--- config.mk ---
export PLATFORM = sky130hd
export DESIGN_NAME = ebi_ctrl
export DESIGN_NICKNAME = d
export VERILOG_FILES = /design/src/rtl/ebi_pkg.sv /design/src/rtl/ebi_regs.sv /design/src/rtl/ebi_decode.sv /design/src/rtl/ebi_seq.sv /design/src/rtl/ebi_pins.sv /design/src/rtl/ebi_ctrl.sv
export SDC_FILE = /design/constraint.sdc
export NUM_CORES = 1
export LEC_CHECK = 0
export BUFFER_PORTS_ARGS = -buffer_cell sky130_fd_sc_hd__buf_2
export CAP_MARGIN = 20
export CORE_MARGIN = 1.5
export CORE_UTILIZATION = 50
export CTS_BUF_LIST = sky130_fd_sc_hd__clkbuf_16
export DETAILED_ROUTE_END_ITERATION = 8
export PLACE_DENSITY = 0.95
export SLEW_MARGIN = 20
export SYNTH_ARGS = -nofsm -noshare
export SYNTH_HDL_FRONTEND = slang
export SYNTH_SLANG_ARGS = --single-unit
--- constraint.sdc ---
create_clock -name clk -period 2.4 [get_ports clk]
set_input_delay 0 -clock clk [delete_from_list [all_inputs] [get_ports clk]]
set_output_delay 0 -clock clk [all_outputs]
set_load 0.02 [all_outputs]
--- src/rtl/ebi_pkg.sv ---
package ebi_pkg;

    localparam int NUM_CS = 4;
    localparam int CS_W   = $clog2(NUM_CS);
    localparam int DATA_W = 16;
    localparam int BYTE_W = DATA_W / 2;
    localparam int REG_W  = 2 * NUM_CS;

    typedef enum logic [1:0] {
        MX_NONE = 2'd0,
        MX_CS1  = 2'd1,
        MX_CS2  = 2'd2,
        MX_ALL  = 2'd3
    } mux_sel_e;

    typedef enum logic {
        STB_BHE   = 1'b0,
        STB_SPLIT = 1'b1
    } strobe_mode_e;

    typedef enum logic [1:0] {
        PH_IDLE = 2'd0,
        PH_ADDR = 2'd1,
        PH_DATA = 2'd2,
        PH_WAIT = 2'd3
    } phase_e;

    typedef struct packed {
        logic [NUM_CS-1:0] wait_n;
        logic [NUM_CS-1:0] en;
    } cs_cfg_t;

    typedef struct packed {
        strobe_mode_e smode;
        mux_sel_e     msel;
    } mode_cfg_t;

    function automatic logic mux_hit(mux_sel_e s, logic [CS_W-1:0] region, logic upu);
        case (s)
            MX_CS1:  return region == CS_W'(1);
            MX_CS2:  return region == CS_W'(2);
            MX_ALL:  return !upu;
            default: return 1'b0;
        endcase
    endfunction

endpackage

--- src/rtl/ebi_regs.sv ---
module ebi_regs
    import ebi_pkg::*;
(
    input  logic             clk,
    input  logic             rst,
    input  logic             cfg_we,
    input  logic             cfg_sel,
    input  logic [REG_W-1:0] cfg_wdata,
    output cs_cfg_t          cs_cfg,
    output mode_cfg_t        mode_cfg
);

    always_ff @(posedge clk) begin
        if (rst) begin
            cs_cfg         <= '{wait_n: '0, en: NUM_CS'(1)};
            mode_cfg.msel  <= MX_NONE;
            mode_cfg.smode <= STB_BHE;
        end else if (cfg_we) begin
            if (!cfg_sel) begin
                cs_cfg <= cs_cfg_t'(cfg_wdata);
            end else begin
                mode_cfg.msel  <= mux_sel_e'(cfg_wdata[1:0]);
                mode_cfg.smode <= strobe_mode_e'(cfg_wdata[2]);
            end
        end
    end

    // values just after reset
    a_r1_reset_values: assert property (@(posedge clk) disable iff (rst)
        $past(rst) |-> (cs_cfg.en == NUM_CS'(1) && cs_cfg.wait_n == '0 &&
                        mode_cfg.msel == MX_NONE && mode_cfg.smode == STB_BHE));

endmodule

--- src/rtl/ebi_decode.sv ---
module ebi_decode
    import ebi_pkg::*;
(
    input  logic            [CS_W-1:0] region,
    input  logic            a0,
    input  logic            word,
    input  cs_cfg_t         cs_cfg,
    input  mode_cfg_t       mode_cfg,
    input  logic            upu_mode,
    output logic            use_mux,
    output logic            use_wait,
    output logic            lane_hi,
    output logic            lane_lo
);

    always_comb begin
        use_mux  = mux_hit(mode_cfg.msel, region, upu_mode);
        use_wait = !cs_cfg.wait_n[region];
        lane_hi  = word || a0;
        lane_lo  = word || !a0;
    end

endmodule

--- src/rtl/ebi_seq.sv ---
module ebi_seq
    import ebi_pkg::*;
#(
    parameter int ADDR_W = 20
) (
    input  logic              clk,
    input  logic              rst,
    input  logic              req_valid,
    input  logic [ADDR_W-1:0] req_addr,
    input  logic [DATA_W-1:0] req_wdata,
    input  logic              req_write,
    input  logic              req_word,
    input  logic              dec_mux,
    input  logic              dec_wait,
    input  logic              dec_hi,
    input  logic              dec_lo,
    input  strobe_mode_e      smode_in,
    output phase_e            phase,
    output logic [ADDR_W-1:0] acc_addr,
    output logic [DATA_W-1:0] acc_wdata,
    output logic              acc_write,
    output logic              acc_word,
    output logic              acc_hi,
    output logic              acc_lo,
    output strobe_mode_e      acc_smode,
    output logic              req_ready
);

    typedef struct packed {
        logic [ADDR_W-1:0] addr;
        logic [DATA_W-1:0] wdata;
        logic              write;
        logic              word;
        logic              ins_wait;
        logic              hi;
        logic              lo;
        strobe_mode_e      smode;
    } access_t;

    access_t rec;

    always_ff @(posedge clk) begin
        if (rst) begin
            phase <= PH_IDLE;
            rec   <= '0;
        end else begin
            case (phase)
                PH_IDLE: if (req_valid) begin
                    rec.addr     <= req_addr;
                    rec.wdata    <= req_wdata;
                    rec.write    <= req_write;
                    rec.word     <= req_word;
                    rec.ins_wait <= dec_wait;
                    rec.hi       <= dec_hi;
                    rec.lo       <= dec_lo;
                    rec.smode    <= smode_in;
                    phase        <= dec_mux ? PH_ADDR : PH_DATA;
                end
                PH_ADDR: phase <= PH_DATA;
                PH_DATA: phase <= rec.ins_wait ? PH_WAIT : PH_IDLE;
                default: phase <= PH_IDLE;
            endcase
        end
    end

    always_comb begin
        req_ready = (phase == PH_DATA && !rec.ins_wait) || phase == PH_WAIT;
        acc_addr  = rec.addr;
        acc_wdata = rec.wdata;
        acc_write = rec.write;
        acc_word  = rec.word;
        acc_hi    = rec.hi;
        acc_lo    = rec.lo;
        acc_smode = rec.smode;
    end

    // a waited data phase lasts one more cycle and acknowledges at its end
    a_r3_wait_stretch: assert property (@(posedge clk) disable iff (rst)
        (phase == PH_DATA && !req_ready) |=> (phase == PH_WAIT && req_ready));

    // the address cycle is a single cycle followed by data
    a_r4_addr_single: assert property (@(posedge clk) disable iff (rst)
        (phase == PH_ADDR) |=> (phase == PH_DATA && $stable(acc_addr)));

    // an acknowledged access is always followed by an idle cycle
    a_r11_idle_gap: assert property (@(posedge clk) disable iff (rst)
        req_ready |=> (phase == PH_IDLE));

endmodule

--- src/rtl/ebi_pins.sv ---
module ebi_pins
    import ebi_pkg::*;
#(
    parameter int ADDR_W = 20
) (
    input  logic              clk,
    input  logic              rst,
    input  phase_e            phase,
    input  logic [ADDR_W-1:0] acc_addr,
    input  logic [DATA_W-1:0] acc_wdata,
    input  logic              acc_write,
    input  logic              acc_word,
    input  logic              acc_hi,
    input  logic              acc_lo,
    input  strobe_mode_e      acc_smode,
    input  logic              bus8,
    input  logic [NUM_CS-1:0] cs_en,
    input  logic [DATA_W-1:0] dat_i,
    output logic [ADDR_W-1:0] ext_addr,
    output logic [DATA_W-1:0] dat_o,
    output logic              dat_oe,
    output logic [NUM_CS-1:0] cs_n,
    output logic [NUM_CS-1:0] cs_oe,
    output logic              ale,
    output logic              rd_n,
    output logic              hb_n,
    output logic              lb_n,
    output logic [DATA_W-1:0] rdata
);

    logic              active;
    logic              dphase;
    logic [CS_W-1:0]   region;
    logic [BYTE_W-1:0] mux_byte;

    always_comb begin
        active   = phase != PH_IDLE;
        dphase   = phase == PH_DATA || phase == PH_WAIT;
        region   = acc_addr[ADDR_W-1 -: CS_W];
        mux_byte = bus8 ? acc_addr[BYTE_W-1:0] : acc_addr[BYTE_W:1];
        ext_addr = acc_addr;
        ale      = phase == PH_ADDR;
        cs_oe    = cs_en;
        rd_n     = !(dphase && !acc_write);
        dat_oe   = ale || (dphase && acc_write);

        if (acc_smode == STB_BHE) begin
            hb_n = !(dphase && acc_hi);
            lb_n = !(dphase && acc_write);
        end else begin
            hb_n = !(dphase && acc_write && acc_hi);
            lb_n = !(dphase && acc_write && acc_lo);
        end

        if (ale)
            dat_o = {{BYTE_W{1'b0}}, mux_byte};
        else if (dphase && acc_write)
            dat_o = acc_word ? acc_wdata : {2{acc_wdata[BYTE_W-1:0]}};
        else
            dat_o = '0;

        if (acc_word)
            rdata = dat_i;
        else
            rdata = {{BYTE_W{1'b0}},
                     acc_hi ? dat_i[DATA_W-1:BYTE_W] : dat_i[BYTE_W-1:0]};
    end

    for (genvar i = 0; i < NUM_CS; i++) begin : g_cs
        assign cs_n[i] = !(cs_en[i] && active && region == CS_W'(i));

        // a released chip-select pin never goes active
        a_r2_released_idle: assert property (@(posedge clk) disable iff (rst)
            !cs_oe[i] |-> cs_n[i]);
    end

    // the data bus is never driven while the read strobe is active
    a_r9_read_no_drive: assert property (@(posedge clk) disable iff (rst)
        !rd_n |-> !dat_oe);

    // the data bus is never turned on right after a read strobe
    a_r11_turnaround: assert property (@(posedge clk) disable iff (rst)
        $rose(dat_oe) |-> $past(rd_n));

    // address strobe never overlaps a data strobe
    a_r4_ale_quiet: assert property (@(posedge clk) disable iff (rst)
        ale |-> (rd_n && hb_n && lb_n && dat_oe));

endmodule

--- src/rtl/ebi_ctrl.sv ---
module ebi_ctrl
    import ebi_pkg::*;
#(
    parameter int ADDR_W = 20
) (
    input  logic              clk,
    input  logic              rst,
    input  logic              cfg_we,
    input  logic              cfg_sel,
    input  logic [REG_W-1:0]  cfg_wdata,
    input  logic              upu_mode,
    input  logic              bus8,
    input  logic              req_valid,
    input  logic [ADDR_W-1:0] req_addr,
    input  logic              req_write,
    input  logic              req_word,
    input  logic [DATA_W-1:0] req_wdata,
    output logic              req_ready,
    output logic [DATA_W-1:0] rdata,
    output logic [ADDR_W-1:0] ext_addr,
    output logic [DATA_W-1:0] dat_o,
    output logic              dat_oe,
    input  logic [DATA_W-1:0] dat_i,
    output logic [NUM_CS-1:0] cs_n,
    output logic [NUM_CS-1:0] cs_oe,
    output logic              ale,
    output logic              rd_n,
    output logic              hb_n,
    output logic              lb_n
);

    cs_cfg_t           cs_cfg;
    mode_cfg_t         mode_cfg;
    logic              dec_mux, dec_wait, dec_hi, dec_lo;
    phase_e            phase;
    logic [ADDR_W-1:0] acc_addr;
    logic [DATA_W-1:0] acc_wdata;
    logic              acc_write, acc_word, acc_hi, acc_lo;
    strobe_mode_e      acc_smode;

    ebi_regs u_regs (
        .clk       (clk),
        .rst       (rst),
        .cfg_we    (cfg_we),
        .cfg_sel   (cfg_sel),
        .cfg_wdata (cfg_wdata),
        .cs_cfg    (cs_cfg),
        .mode_cfg  (mode_cfg)
    );

    ebi_decode u_decode (
        .region   (req_addr[ADDR_W-1 -: CS_W]),
        .a0       (req_addr[0]),
        .word     (req_word),
        .cs_cfg   (cs_cfg),
        .mode_cfg (mode_cfg),
        .upu_mode (upu_mode),
        .use_mux  (dec_mux),
        .use_wait (dec_wait),
        .lane_hi  (dec_hi),
        .lane_lo  (dec_lo)
    );

    ebi_seq #(.ADDR_W(ADDR_W)) u_seq (
        .clk       (clk),
        .rst       (rst),
        .req_valid (req_valid),
        .req_addr  (req_addr),
        .req_wdata (req_wdata),
        .req_write (req_write),
        .req_word  (req_word),
        .dec_mux   (dec_mux),
        .dec_wait  (dec_wait),
        .dec_hi    (dec_hi),
        .dec_lo    (dec_lo),
        .smode_in  (mode_cfg.smode),
        .phase     (phase),
        .acc_addr  (acc_addr),
        .acc_wdata (acc_wdata),
        .acc_write (acc_write),
        .acc_word  (acc_word),
        .acc_hi    (acc_hi),
        .acc_lo    (acc_lo),
        .acc_smode (acc_smode),
        .req_ready (req_ready)
    );

    ebi_pins #(.ADDR_W(ADDR_W)) u_pins (
        .clk       (clk),
        .rst       (rst),
        .phase     (phase),
        .acc_addr  (acc_addr),
        .acc_wdata (acc_wdata),
        .acc_write (acc_write),
        .acc_word  (acc_word),
        .acc_hi    (acc_hi),
        .acc_lo    (acc_lo),
        .acc_smode (acc_smode),
        .bus8      (bus8),
        .cs_en     (cs_cfg.en),
        .dat_i     (dat_i),
        .ext_addr  (ext_addr),
        .dat_o     (dat_o),
        .dat_oe    (dat_oe),
        .cs_n      (cs_n),
        .cs_oe     (cs_oe),
        .ale       (ale),
        .rd_n      (rd_n),
        .hb_n      (hb_n),
        .lb_n      (lb_n),
        .rdata     (rdata)
    );

    // whole-space multiplexing is refused in microprocessor mode
    a_r5_upu_refuse: assert property (@(posedge clk) disable iff (rst)
        (upu_mode && mode_cfg.msel == MX_ALL && phase == PH_IDLE && req_valid)
        |=> (phase != PH_ADDR));

endmodule

==> results.cfg <==
[die]
die_h_um = 77.9
fp-row-count = 27
die_x_um = 77.9
dieArea_um2 = 6070
coreArea_um2 = 5470
io_pins = 135
start_util_pct = 51.2

[logic_synthesis]
synth_top_family_by_area = simple AND/OR/NAND/NOR gates
synthTopCellsByArea = dfxtp_1 39%, nand2_1 15%, a21oi_1 8.9%, buf_4 6.4%, mux2i_1 5.7%
synth_adder_area_share_pct = 1.34
syn_nets = 430
synth-edff-count = 0
synth_most_common_cell = nand2_1
synth_simple_gate_area_share_pct = 24.9
ys_warn_count = 0
synthesis.area_um2 = 2800
synth_area_per_cell_um2 = 7.83
async_reset_ff_share_pct = 0
syn_inst = 358
synth_compound_area_share_pct = 12.6
yosys-top-cells-count = 109 x nand2_1, 55 x dfxtp_1, 50 x a21oi_1, 24 x buf_4, 16 x mux2i_1
ys.flop_type = dfxtp_1
synth_seq_cells = 55
yosysTopAreaCellShare_pct = 39.3
synth_seq_area_share_pct = 39.3
synth.area.mux_share_pct = 9.73
synth-xor-area-share_pct = 0
ys_types = 35
synth_area_leader_cell = dfxtp_1

[detailed_routing]
vias = 3055
drt-initial-drc-count = 201
wire_per_inst_um = 15.0
final_antenna_net_count = 0
drc = 0
wirelength_um = 8580
dr.pass1.iters = 5
vias_per_cell = 5.32

[cts]
clk-insertion-delay-late_ps = 290
cts_buffer_depth = 2
numCtsBuffers = 5
clkSlewWorstSetupHoldPaths_ps = 70
cts_resized = 0
cts_tree = done
clock-sinks = 55
hold_buffers = 47
cts_setup_buffers = 0
cts-htree-levels = 2
cts_root_buf = clkbuf_16

[sta]
skew_ps = 5.17
rsz0062_at_grt = false
fin_setup_tns_ps = 0
max_slew_margin_pct = 62.2
maxClockFrequency_mhz = 529
worstMarginPinSlew_ps = 566
drv_slew = 0
hold_viol = 0
setup_violations = 0
layout_min_cycle_time_ps = 1890
worst_slack_ps = 510
post-route-period-util_pct = 78.8

[final_layout]
syn2layout_area_growth_pct = 38.5
final_util_pct = 70.9
drive_above_1_share_pct = 31.1
nets = 573
n_antenna_cell = 0

[placed_design]
preCtsSetupSlack_ps = 574
dp_hpwl_um = 5660
port_buffers = 134
gp_congestion = 0.852

[grt]
grt_pass1_vias = 2972
grt.total_usage_pct = 28.3
antenna_found_initial = 0
grt_first_pass_wirelength_um = 13500
grt-ovfl-total = 0
grt_max_degree = 44

[pwr]
power.density_nw_per_um2 = 572
ir_worst_vdd_mv = 0.502
p_leak_nw = 1.78

[worst_setup_path]
critPathCaptureType = flip-flop
worstSetupStartpointType = flip-flop
required_ps = 2610
path_class = flip-flop to flip-flop
arrival_ps = 2100
worstPathMaxFanout = 26

[job]
cap_violations = 0

[run_status]
outcome = finished clean

[hold_path]
hp-class = input port to flip-flop
==> cells in the final DEF (no fill, tap or decap), types with 3 or more instances in the layout <==
| master | synthesis | layout |
|---|---|---|
| dlygate4sd3_1 | 0 | 47 |
| mux2_2 | 8 | 8 |
| nor2_1 | 13 | 13 |
| dfxtp_1 | 55 | 55 |
| clkbuf_16 | 0 | 5 |
| ha_1 | 3 | 3 |
| nor3_1 | 3 | 3 |
| nand2b_1 | 5 | 5 |
| nand3_1 | 4 | 4 |
| nand2_1 | 109 | 109 |
| buf_4 | 24 | 4 |
| a21oi_1 | 50 | 50 |
| o21ai_0 | 9 | 9 |
| and2_1 | 10 | 10 |
| mux2i_1 | 16 | 16 |
| buf_2 | 7 | 134 |
| inv_1 | 4 | 4 |
==> sequential cells by signal (all words and copies together), names as in the netlist, 2 cells and up <==
register         count
u_seq.phase          2
u_regs.mode_cfg      3
u_seq.acc_wdata     16
u_seq.acc_addr      20
u_regs.cs_cfg        8
==> through the flow <==
step	hold slack (ps)	instances	power, mW	cell area, um2
5_1_grt	45.9	574	2.32	3880
6_report	23.2	574	2.22	3880
3_3_place_gp	242	519	1.44	3270
4_1_cts	19.2	574	2.21	3880
2_1_floorplan	124	358	1.35	2800
3_5_place_dp	250	519	1.46	3270
==> per-layer routing <==
| metal | up-vias | track usage [%] | part of all wire [%] |
|---|---|---|---|
| met5 | - | 0 | 0 |
| met4 | 0 | 13.6 | 3.5 |
| met3 | 45 | 7.06 | 8.8 |
| met2 | 196 | 53.7 | 52 |
| met1 | 1363 | 28.2 | 36 |
| li1 | 1451 | - | - |
==> logic make-up (layout without fill, tap and decap cells) <==
kind of cell	Yosys count	count (layout)
simple gates	156	156
compound gates	66	66
flops	55	55
buf+inv	53	197
mux	25	25
fa+ha+maj	3	3
==> critical path, cell delays in order, from the launching register on <==
cell and delay [ps]:
dfxtp_1 620, or3b_1 550, buf_4 390, nand2_1 90, a21oi_1 160
==> where the power goes <==
part           switching [mW]  total (mW)  internal [mW]
clock network           0.321       0.706          0.385
registers              0.0540        1.03          0.972
logic                   0.271       0.488          0.217
==> cell type report <==
type,count,area [um2]
fillers,414,1590
multi-input cells,250,1360
repair buffers,185,1170
flip-flops and latches,55,1100
clock buffers,5,125
well taps,72,90.1
clock inverters,3,20.0
inverters,4,15.0
==> path summary, 6_finish.rpt <==
check	startpoint	to	slack (ps)	depth (start not counted)
worst max-delay path	u_seq.phase[1]	u_seq.acc_wdata[1]	510	4
worst min-delay path	cfg_we	u_regs.mode_cfg[2]	20	3
worst max register to register	u_seq.phase[1]	u_seq.acc_wdata[1]	510	4
worst min register to register	u_seq.acc_wdata[14]	u_seq.acc_wdata[14]	460	2
Note: power is estimated with default switching activity, not from simulation.
